### config.mk
export PLATFORM = sky130hd
export DESIGN_NAME = cfg_port_bridge
export DESIGN_NICKNAME = d
export VERILOG_FILES = /design/src/rtl/cfgbr_pkg.sv /design/src/rtl/cfgbr_decode.sv /design/src/rtl/cfgbr_sel_reg.sv /design/src/rtl/cfgbr_engine.sv /design/src/rtl/cfg_port_bridge.sv
export SDC_FILE = /design/constraint.sdc
export NUM_CORES = 1
export LEC_CHECK = 0
export ABC_AREA = 1
export BUFFER_PORTS_ARGS = -buffer_cell sky130_fd_sc_hd__buf_2
export CAP_MARGIN = 10
export CORE_MARGIN = 2
export CORE_UTILIZATION = 42
export CTS_BUF_LIST = sky130_fd_sc_hd__clkbuf_8 sky130_fd_sc_hd__clkbuf_16
export CTS_CLUSTER_DIAMETER = 200
export CTS_CLUSTER_SIZE = 20
export DETAILED_ROUTE_END_ITERATION = 12
export PLACE_DENSITY = 0.64
export SLEW_MARGIN = 30
export SYNTH_ARGS = -nofsm -noshare
export SYNTH_HDL_FRONTEND = slang
export SYNTH_SLANG_ARGS = --single-unit
### constraint.sdc
create_clock -name clk -period 3.6 [get_ports clk]
set_input_delay 0.9 -clock clk [delete_from_list [all_inputs] [get_ports clk]]
set_output_delay 0.9 -clock clk [all_outputs]
set_load 0.005 [all_outputs]
### src/rtl/cfgbr_pkg.sv
// Shared types and helpers for the configuration port bridge.
// Assumes a 32-bit data path with right-justified sub-dword data.
package cfgbr_pkg;

    localparam int CFG_DW = 32;
    localparam int CFG_AW = 24;

    typedef enum logic [1:0] {
        SZ_BYTE  = 2'b00,
        SZ_WORD  = 2'b01,
        SZ_DWORD = 2'b10,
        SZ_RSVD  = 2'b11
    } io_size_e;

    typedef enum logic [1:0] {
        ST_IDLE = 2'd0,
        ST_REQ  = 2'd1,
        ST_WAIT = 2'd2
    } eng_state_e;

    // Byte count for a host size code; zero marks the reserved code.
    function automatic logic [2:0] size_to_bytes(input logic [1:0] code);
        case (code)
            SZ_BYTE:  return 3'd1;
            SZ_WORD:  return 3'd2;
            SZ_DWORD: return 3'd4;
            default:  return 3'd0;
        endcase
    endfunction

    // Keeps the low nbytes bytes of a right-justified word.
    function automatic logic [CFG_DW-1:0] lane_mask(input logic [2:0] nbytes);
        case (nbytes)
            3'd1:    return 32'h0000_00FF;
            3'd2:    return 32'h0000_FFFF;
            3'd4:    return 32'hFFFF_FFFF;
            default: return 32'h0000_0000;
        endcase
    endfunction

endpackage

### src/rtl/cfgbr_decode.sv
// Port decoder: classifies a host access against the selector window
// and the data window. Purely combinational. Assumes both window bases
// are 4-byte aligned.
module cfgbr_decode
    import cfgbr_pkg::*;
#(
    parameter int               IO_AW     = 16,
    parameter logic [IO_AW-1:0] SEL_PORT  = 16'h0CF8,
    parameter logic [IO_AW-1:0] DATA_PORT = 16'h0CFC
) (
    input  logic [IO_AW-1:0] io_addr,
    input  logic [1:0]       io_size,
    output logic             hit_sel,
    output logic             hit_data,
    output logic             sel_ok,
    output logic             data_ok,
    output logic [1:0]       offset,
    output logic [2:0]       nbytes
);
    localparam int WIN_HI = IO_AW - 1;

    logic [3:0] span_end;

    // Window match, offset and size classification.
    always_comb begin
        hit_sel  = (io_addr[WIN_HI:2] == SEL_PORT[WIN_HI:2]);
        hit_data = (io_addr[WIN_HI:2] == DATA_PORT[WIN_HI:2]);
        offset   = io_addr[1:0];
        nbytes   = size_to_bytes(io_size);
        span_end = {2'b00, offset} + {1'b0, nbytes};
        sel_ok   = hit_sel && (offset == 2'd0) && (io_size == SZ_DWORD);
        data_ok  = hit_data && (nbytes != 3'd0) && (span_end <= 4'd4);
    end

endmodule

### src/rtl/cfgbr_sel_reg.sv
// Selector register: holds the full 32-bit value written through the
// selector port and splits out the fields used to form requests.
module cfgbr_sel_reg
    import cfgbr_pkg::*;
(
    input  logic              clk,
    input  logic              rst_n,
    input  logic              wr_en,
    input  logic [CFG_DW-1:0] wr_data,
    output logic [CFG_DW-1:0] q,
    output logic              enable,
    output logic [7:0]        bus_num,
    output logic [7:0]        devfn,
    output logic [5:0]        dword_idx
);
    // Latch the selector on a qualified write.
    always_ff @(posedge clk) begin
        if (!rst_n) begin
            q <= '0;
        end else if (wr_en) begin
            q <= wr_data;
        end
    end

    // Field split.
    always_comb begin
        enable    = q[31];
        bus_num   = q[23:16];
        devfn     = q[15:8];
        dword_idx = q[7:2];
    end

endmodule

### src/rtl/cfgbr_engine.sv
// Access engine: answers selector and refused accesses locally, and
// forwards valid data window accesses as configuration requests with a
// valid/ready handshake, then returns the read response. Assumes the
// host issues a new access only after io_done, and that read responses
// arrive after the request handshake.
module cfgbr_engine
    import cfgbr_pkg::*;
(
    input  logic              clk,
    input  logic              rst_n,
    input  logic              io_req,
    input  logic              io_we,
    input  logic [CFG_DW-1:0] io_wdata,
    input  logic              hit_sel,
    input  logic              hit_data,
    input  logic              sel_ok,
    input  logic              data_ok,
    input  logic [1:0]        offset,
    input  logic [2:0]        nbytes,
    input  logic [CFG_DW-1:0] sel_q,
    input  logic              enable,
    input  logic [7:0]        bus_num,
    input  logic [7:0]        devfn,
    input  logic [5:0]        dword_idx,
    output logic              sel_wr,
    output logic              io_done,
    output logic [CFG_DW-1:0] io_rdata,
    output logic              cfg_valid,
    input  logic              cfg_ready,
    output logic              cfg_we,
    output logic [CFG_AW-1:0] cfg_addr,
    output logic [2:0]        cfg_size,
    output logic [1:0]        cfg_lane,
    output logic [CFG_DW-1:0] cfg_wdata,
    input  logic              cfg_rsp_valid,
    input  logic [CFG_DW-1:0] cfg_rsp_data
);
    eng_state_e state;
    logic       take;

    // An access is taken only when the engine is idle.
    assign take   = io_req && (state == ST_IDLE);
    assign sel_wr = take && io_we && sel_ok;

    // Sequencing of local answers, request issue and response return.
    always_ff @(posedge clk) begin
        if (!rst_n) begin
            state     <= ST_IDLE;
            io_done   <= 1'b0;
            io_rdata  <= '0;
            cfg_valid <= 1'b0;
            cfg_we    <= 1'b0;
            cfg_addr  <= '0;
            cfg_size  <= '0;
            cfg_lane  <= '0;
            cfg_wdata <= '0;
        end else begin
            io_done <= 1'b0;
            case (state)
                ST_IDLE: begin
                    if (take && hit_sel) begin
                        io_done  <= 1'b1;
                        io_rdata <= sel_ok ? sel_q : '1;
                    end else if (take && hit_data) begin
                        if (enable && data_ok) begin
                            state     <= ST_REQ;
                            cfg_valid <= 1'b1;
                            cfg_we    <= io_we;
                            cfg_addr  <= {bus_num, devfn, dword_idx, offset};
                            cfg_size  <= nbytes;
                            cfg_lane  <= offset;
                            cfg_wdata <= io_wdata & lane_mask(nbytes);
                        end else begin
                            io_done  <= 1'b1;
                            io_rdata <= '1;
                        end
                    end
                end
                ST_REQ: begin
                    if (cfg_ready) begin
                        cfg_valid <= 1'b0;
                        if (cfg_we) begin
                            io_done <= 1'b1;
                            state   <= ST_IDLE;
                        end else begin
                            state <= ST_WAIT;
                        end
                    end
                end
                ST_WAIT: begin
                    if (cfg_rsp_valid) begin
                        io_rdata <= cfg_rsp_data & lane_mask(cfg_size);
                        io_done  <= 1'b1;
                        state    <= ST_IDLE;
                    end
                end
                default: state <= ST_IDLE;
            endcase
        end
    end

    // request held steady until accepted.
    a_r7_hold_until_ready: assert property (@(posedge clk) disable iff (!rst_n)
        cfg_valid && !cfg_ready |=> cfg_valid && $stable(cfg_addr) && $stable(cfg_size)
            && $stable(cfg_we) && $stable(cfg_wdata) && $stable(cfg_lane));

    // size is a legal byte count and the access fits the dword.
    a_r6_size_fits: assert property (@(posedge clk) disable iff (!rst_n)
        cfg_valid |-> ((cfg_size == 3'd1) || (cfg_size == 3'd2) || (cfg_size == 3'd4))
            && (({2'b00, cfg_lane} + {1'b0, cfg_size}) <= 4'd4));

    // a request only starts while the selector enable was set.
    a_r4_enable_needed: assert property (@(posedge clk) disable iff (!rst_n)
        $rose(cfg_valid) |-> $past(enable));

    // completion is a single-cycle pulse.
    a_r11_done_pulse: assert property (@(posedge clk) disable iff (!rst_n)
        io_done |=> !io_done);

    // a read handshake does not complete the access by itself.
    a_r9_read_waits: assert property (@(posedge clk) disable iff (!rst_n)
        cfg_valid && cfg_ready && !cfg_we |=> !io_done);

    // unclaimed ports cause neither completion nor request.
    a_r10_unclaimed: assert property (@(posedge clk) disable iff (!rst_n)
        io_req && (state == ST_IDLE) && !hit_sel && !hit_data |=> !io_done && !cfg_valid);

endmodule

### src/rtl/cfg_port_bridge.sv
// Top level of the configuration address/data port bridge. Wires the
// port decoder, the selector register and the access engine together.
// Assumes one outstanding host access at a time.
module cfg_port_bridge
    import cfgbr_pkg::*;
#(
    parameter int               IO_AW     = 16,
    parameter logic [IO_AW-1:0] SEL_PORT  = 16'h0CF8,
    parameter logic [IO_AW-1:0] DATA_PORT = 16'h0CFC
) (
    input  logic              clk,
    input  logic              rst_n,
    input  logic              io_req,
    input  logic              io_we,
    input  logic [IO_AW-1:0]  io_addr,
    input  logic [1:0]        io_size,
    input  logic [31:0]       io_wdata,
    output logic              io_done,
    output logic [31:0]       io_rdata,
    output logic              cfg_valid,
    input  logic              cfg_ready,
    output logic              cfg_we,
    output logic [23:0]       cfg_addr,
    output logic [2:0]        cfg_size,
    output logic [1:0]        cfg_lane,
    output logic [31:0]       cfg_wdata,
    input  logic              cfg_rsp_valid,
    input  logic [31:0]       cfg_rsp_data
);
    logic              hit_sel, hit_data, sel_ok, data_ok;
    logic [1:0]        offset;
    logic [2:0]        nbytes;
    logic              sel_wr, enable;
    logic [CFG_DW-1:0] sel_q;
    logic [7:0]        bus_num, devfn;
    logic [5:0]        dword_idx;

    cfgbr_decode #(
        .IO_AW    (IO_AW),
        .SEL_PORT (SEL_PORT),
        .DATA_PORT(DATA_PORT)
    ) u_decode (
        .io_addr (io_addr),
        .io_size (io_size),
        .hit_sel (hit_sel),
        .hit_data(hit_data),
        .sel_ok  (sel_ok),
        .data_ok (data_ok),
        .offset  (offset),
        .nbytes  (nbytes)
    );

    cfgbr_sel_reg u_sel (
        .clk      (clk),
        .rst_n    (rst_n),
        .wr_en    (sel_wr),
        .wr_data  (io_wdata),
        .q        (sel_q),
        .enable   (enable),
        .bus_num  (bus_num),
        .devfn    (devfn),
        .dword_idx(dword_idx)
    );

    cfgbr_engine u_engine (
        .clk          (clk),
        .rst_n        (rst_n),
        .io_req       (io_req),
        .io_we        (io_we),
        .io_wdata     (io_wdata),
        .hit_sel      (hit_sel),
        .hit_data     (hit_data),
        .sel_ok       (sel_ok),
        .data_ok      (data_ok),
        .offset       (offset),
        .nbytes       (nbytes),
        .sel_q        (sel_q),
        .enable       (enable),
        .bus_num      (bus_num),
        .devfn        (devfn),
        .dword_idx    (dword_idx),
        .sel_wr       (sel_wr),
        .io_done      (io_done),
        .io_rdata     (io_rdata),
        .cfg_valid    (cfg_valid),
        .cfg_ready    (cfg_ready),
        .cfg_we       (cfg_we),
        .cfg_addr     (cfg_addr),
        .cfg_size     (cfg_size),
        .cfg_lane     (cfg_lane),
        .cfg_wdata    (cfg_wdata),
        .cfg_rsp_valid(cfg_rsp_valid),
        .cfg_rsp_data (cfg_rsp_data)
    );

    // a non-qualifying selector window access never alters the selector.
    a_r3_sel_guarded: assert property (@(posedge clk) disable iff (!rst_n)
        io_req && hit_sel && !sel_ok |=> $stable(sel_q));

endmodule

# Word level (Yosys, flattened, before mapping)
# Cells that the tools add are included.
# classes
n_addsub	1
n_mul	0
n_div	0
n_lt_le_gt_ge	1
eq_ne	19
shifts	0
n_mux	36
bitwise_logic	3
n_reduce_logical	20
# op_table
op	n
$mux W32	13
$pmux W32 S3	2
$and A32 B32 Y32	2
$pmux W32 S2	1
$eq A14 B10 Y1 const B	2
$mux W2	6
$logic_and A1 B1 Y1	10
$mux W1	10
$ne A2 B2 Y1 const B	5
$reduce_and A5 Y1	2
$pmux W3 S3	1
$reduce_and A4 Y1	2
$eq A3 B1 Y1 const B	2
$eq A3 B2 Y1 const B	2
$eq A3 B3 Y1 const B	2
$logic_not A2 Y1	3
$ne A3 B3 Y1 const B	2
$pmux W2 S3	1
$add A2 B3 Y4	1
$eq A2 B1 Y1 const B	2
$eq A2 B2 Y1 const B	2
$le A4 B3 Y1 const B	1
$reduce_bool A2 Y1	2
$pmux W1 S3	1
other kinds (3)	3
# totals
register_bits	130
latchBits	0
mem_bits_rw	0
mem_bits_ro	0
in_bits	88
output_inout_bits	96
n_memories	0

# Longest topological paths before layout
# depth
depth_word	12
depth_mapped	16
depth_no_buf	15

# Modules after synthesis
# Synthesis repeated with hierarchy kept, for this count alone.
# unflattened
cells_unflattened	1045
hier_area_um2	6485.0
# by_module_without_submodules
mod	instances	cells_per_inst	area_each_um2	seq_area_each_um2
cfgbr_engine	1	770	4724.5	1921.8
cfgbr_sel_reg	1	225	1507.7	640.6
cfgbr_decode	1	50	252.7	0.0

# Least setup slack after synthesis
# OpenSTA, ideal clock, no wires.
# synth_timing
path_kind	in2reg
startpoint	input io_size[0]
endpoint	register u_engine.io_rdata[22]
setup_time_ns	0.128
t_arrival_ns	2.591
required_ns	3.472
slack_ns	0.882
stages	16
path_buffers	1
cell_sequence	inv_1 ha_1 ha_1 inv_1 fa_1 nand2_1 nand2_1 nor2_1 nor2_2 inv_2 nand2_4 nand2_4 buf_6 nand2_1 nand2_1 nor2_1
# synth_between
elab_chain_cells	8
elab_cells_between_ends	16
classes_between	add/sub: 1; order compare: 1; eq/ne: 3; mux: 4; reduce/logical: 7
# synth_lines
item	line	rtl
start: declaration	cfg_port_bridge.sv:16	input logic [1:0] io_size,
$eq A2 B2 Y1 (tied with other cells)	cfgbr_pkg.sv:23	case (code)
$pmux W3 S3 (*)	cfgbr_pkg.sv:23	
net nbytes[0]	cfg_port_bridge.sv:32	logic [2:0] nbytes;
$add A2 B3 Y4 / $reduce_bool A3 Y1 (equally long branches)	cfgbr_decode.sv:30, cfgbr_decode.sv:32	
$le A4 B3 Y1 / $logic_and A1 B1 Y1 (equally long branches)	cfgbr_decode.sv:32	data_ok = hit_data && (nbytes != 3'd0) && (span_end <= 4'd4);
$logic_and A1 B1 Y1 (*)	cfgbr_decode.sv:32	
$logic_and A1 B1 Y1 (*)	cfgbr_engine.sv:65	if (enable && data_ok) begin
$ne A3 B3 Y1 (no source line) (*)	--	
$reduce_and A4 Y1 (no source line) (*)	--	
end signal: assignment	cfgbr_engine.sv:63	io_rdata <= sel_ok ? sel_q : '1;
end signal: assignment	cfgbr_engine.sv:92	io_rdata <= cfg_rsp_data & lane_mask(cfg_size);
end: declaration	cfgbr_engine.sv:27	output logic [CFG_DW-1:0] io_rdata,
# The timed path passes the listed nets; every way through them passes the cells marked *.
# A chain may end at the register's enable or synchronous reset.

# Worst setup path after layout
# layout_timing
startpoint	input io_size[0]
endpoint	register u_engine.cfg_wdata[7]
# layout_between
elab_chain_cells	10
elab_cells_between_ends	21
classes_between	add/sub: 1; order compare: 1; eq/ne: 5; mux: 7; bitwise: 1; reduce/logical: 6
# layout_lines
item	line	rtl
$eq A2 B2 Y1 (tied with other cells)	cfgbr_pkg.sv:23	
$pmux W3 S3 (*)	cfgbr_pkg.sv:23	
net nbytes[0]	cfg_port_bridge.sv:32	
parallel branches: the longest is 8 deep, another holds $add A2 B3 Y4	--	
end signal: assignment	cfgbr_engine.sv:72	cfg_wdata <= io_wdata & lane_mask(nbytes);
end: declaration	cfgbr_engine.sv:34	output logic [CFG_DW-1:0] cfg_wdata,
# Mark *: on every way through the listed nets, which the timed path passes. The select of a mux whose other input is x is not followed.

==> flow_metrics.py <==
metrics = {
    "timing": {
        "finalSetupViolCount": 0,
        "finalHoldViolCount": 0,
        "period_minus_slack_ns": 2.845,
        "tightest_slew_ns": 0.7668,
        "fin_skew_ns": 0.007561,
        "slew_violations": 0,
        "max_clock_freq_ghz": 0.3515,
        "layout_setup_ws_ns": 0.7551,
        "slew_headroom_pct": 48.76,
        "fin_crit_sh_pct": 79.02,
        "rsz0062_at_grt": "no",
        "final.setup.tns_ns": 0,
    },
    "cells_and_area": {
        "stdcell_area_sq_um": 7536,
        "final_layout_size_suffix_gt1_share_pct": 24.13,
        "fin_util_pct": 53.67,
        "antenna_cells": 0,
        "fill_cells": 1442,
        "fin_nets": 1123,
        "areaGrowthSynthToFinish_pct": 23.80,
    },
    "min_path": {
        "hold_class": "reg2reg",
    },
    "synth": {
        "yosysTopAreaCell": "dfxtp_1",
        "synth_area_sq_um": 6087,
        "synth.top_cells.by_count": "203 x nor2_1, 188 x nand2_1, 128 x dfxtp_1, 72 x o21ai_0, 41 x inv_1",
        "synth_flop_cell": "dfxtp_1",
        "yosys_warnings": 0,
        "async_flop_share_pct": 0,
        "ys_types": 30,
        "ys_ff_latch": 128,
        "synth_area_per_cell_sq_um": 6.933,
        "synth_nets": 973,
        "netlist_instances": 878,
        "ys_seq_area_share_pct": 42.10,
        "synth_top_area_share_pct": 42.10,
        "yosysMostFrequentCell": "nor2_1",
        "synth_edf_count": 0,
        "synth_area_leaders": "dfxtp_1 42%, nor2_1 13%, nand2_1 12%",
    },
    "placed_design": {
        "routabilityCongestion": 0.7987,
        "hpwl_um": 12160,
        "dpl_cell_area_sq_um": 6988,
        "io_buffers": 183,
        "pre_cts_ws_ns": 0.3355,
    },
    "cts": {
        "postCtsSetupRepairBufs": 0,
        "post_cts_resized": 0,
        "cts_buffer_depth": 2,
        "hold_buffers": 0,
        "cts_buffers": 17,
        "clock_latency_ns": 0.42,
        "clkTransAtPathRegs_ns": 0.06,
        "h-tree-depth": 4,
        "ctsRootBufferMaster": "clkbuf_16",
        "cts_tree": "built",
        "cts_sinks": 128,
    },
    "setup_path": {
        "crit_type": "in2reg",
        "crit_path_frequent_cell": "nand2_1",
        "cpPeakStageDelay_ns": 0.47,
        "path_buf_inv": 5,
        "arrival_ns": 3.16,
        "crit_path_max_fanout": 49,
        "start_kind": "input port",
        "crit_required_ns": 3.91,
        "critical_path.slowest_cell": "fa_1",
        "end_kind": "flop",
        "path_delay_family": "adder cells",
        "crit_chain": "buf_2, inv_1, ha_1, ha_1, inv_1, fa_1, nand2_1, nand2_1, nor2_1, nor2_2, inv_2, nor2_8, buf_4, o21ai_0, nand2_1, nor2_1",
    },
    "floorplanning": {
        "core.rowCount": 43,
        "core_sq_um": 14040,
        "io_pins": 184,
        "die_area_sq_um": 15470,
        "chipHeight_um": 124.4,
        "initial_core_util_pct": 43.35,
        "dieWidth_um": 124.4,
    },
    "route": {
        "dr_wl_met2_um": 7253,
        "routed_wl_um": 17230,
        "detail_route.wl_per_cell_um": 14.13,
        "viasPerCell": 4.958,
        "via_count": 6049,
        "drc": 0,
        "met3_length_um": 1145,
        "drtIter0Drc": 478,
        "wl_met1_um": 8627,
        "ant_nets": 0,
        "first_pass_iters": 5,
        "top_layer_used": "met5",
    },
    "pwr": {
        "ir_drop_mv": 0.3185,
        "p_sw_mw": 0.7201,
        "p_sw_share_pct": 22.76,
        "p_seq_share_pct": 44.8,
        "p_clk_share_pct": 50.7,
        "powerDensity_nw_per_um2": 419.8,
        "p_leak_nw": 3.715,
        "share_comb_of_total_power_pct": 4.5,
        "p_int_mw": 2.443,
    },
    "global_route": {
        "grt_max_degree": 70,
        "grt_pass1_wl_um": 27670,
        "grt_usage_pct": 22.16,
        "grt_remaining_overflow": 0,
        "grt_pass1_vias": 5334,
        "antenna_found_initial": 1,
    },
    "outcome": {
        "status": "finished, final reports clean",
    },
    "flow_run": {
        "maxCapViolCount": 0,
    },
}
[cell usage in the layout, fill, tap and decap left out, types with 2 or more instances in the layout]
cell        instances
clkbuf_16          17
nand4_1            35
o21a_1              8
a21oi_1            32
inv_2               9
buf_2             183
clkbuf_8            2
nand3_1            36
clkinv_2            5
dfxtp_1           128
nor2_8              2
nand2_1           188
inv_1              43
buf_4              10
nor2_4              2
o21ai_0            72
o21ai_1             5
nand3b_1           32
nand2_4             2
nor2_2              5
nor2_1            202
nand2_2             3
clkinvlp_4          2
ha_1                6
[stage by stage]
stage,instances,power (mW),hold WS (ns)
3_3_place_gp,1189,1.589,0.4444
6_report,1220,3.163,0.4579
2_1_floorplan,878,1.514,0.4448
5_1_grt,1220,3.267,0.4745
3_5_place_dp,1189,1.589,0.4480
4_1_cts,1220,3.187,0.4572
[sequential cells by signal, summed over array words and instances, names as in the netlist]
signal / flops
u_engine.cfg_wdata: 32
u_engine.cfg_size: 3
u_engine.io_rdata: 32
u_sel.q: 32
u_engine.io_done: 1
u_engine.cfg_lane: 1
u_engine.cfg_we: 1
u_engine.cfg_valid: 1
u_engine.cfg_addr: 23
u_engine.state: 2
[layout make-up]
class | instances | area (sq um) | area share [%]
clock buffer | 19 | 452.9 | 6.010
timing repair buffer | 194 | 1011 | 13.42
tap | 180 | 225.2 | 2.989
inverter | 52 | 197.7 | 2.623
clock inverter | 12 | 95.09 | 1.262
multi-input combinational | 635 | 2992 | 39.70
sequential | 128 | 2562 | 34.00
[worst paths after layout]
kind,startpoint,to,slack (ns),cells after the start
min reg2reg,u_engine.cfg_wdata[12],u_engine.cfg_wdata[12],0.46,1
max reg2reg,u_engine.state[1],u_sel.q[27],1.25,10
min,u_engine.cfg_wdata[12],u_engine.cfg_wdata[12],0.46,1
max,io_size[0],u_engine.cfg_wdata[7],0.76,16
[cells by family after synthesis]
kind of cell,count (synthesis),share of synthesized area [%]
AOI/OAI and AO/OA,118,10.09
adders and majority gates,7,1.562
buffers and inverters,115,8.983
DFF,128,42.10
and+or+nand+nor,510,37.27
[power groups by stage]
| stage | registers, mW | clock network [mW] | logic (mW) |
|---|---|---|---|
| after detailed placement | 1.45 | 0 | 0.142 |
| after global placement | 1.45 | 0 | 0.141 |
| after CTS | 1.42 | 1.63 | 0.142 |
| after global routing | 1.42 | 1.69 | 0.160 |
| after floorplan | 1.45 | 0 | 0.0662 |
| final | 1.42 | 1.60 | 0.142 |
[routing by layer]
layer	global-route usage [%]	up-vias
met4	6.147	2
met2	32.18	201
met3	4.983	17
met1	32.83	2708
met5	0	-
li1	-	3121
Note: power is estimated with default switching activity, not from simulation.
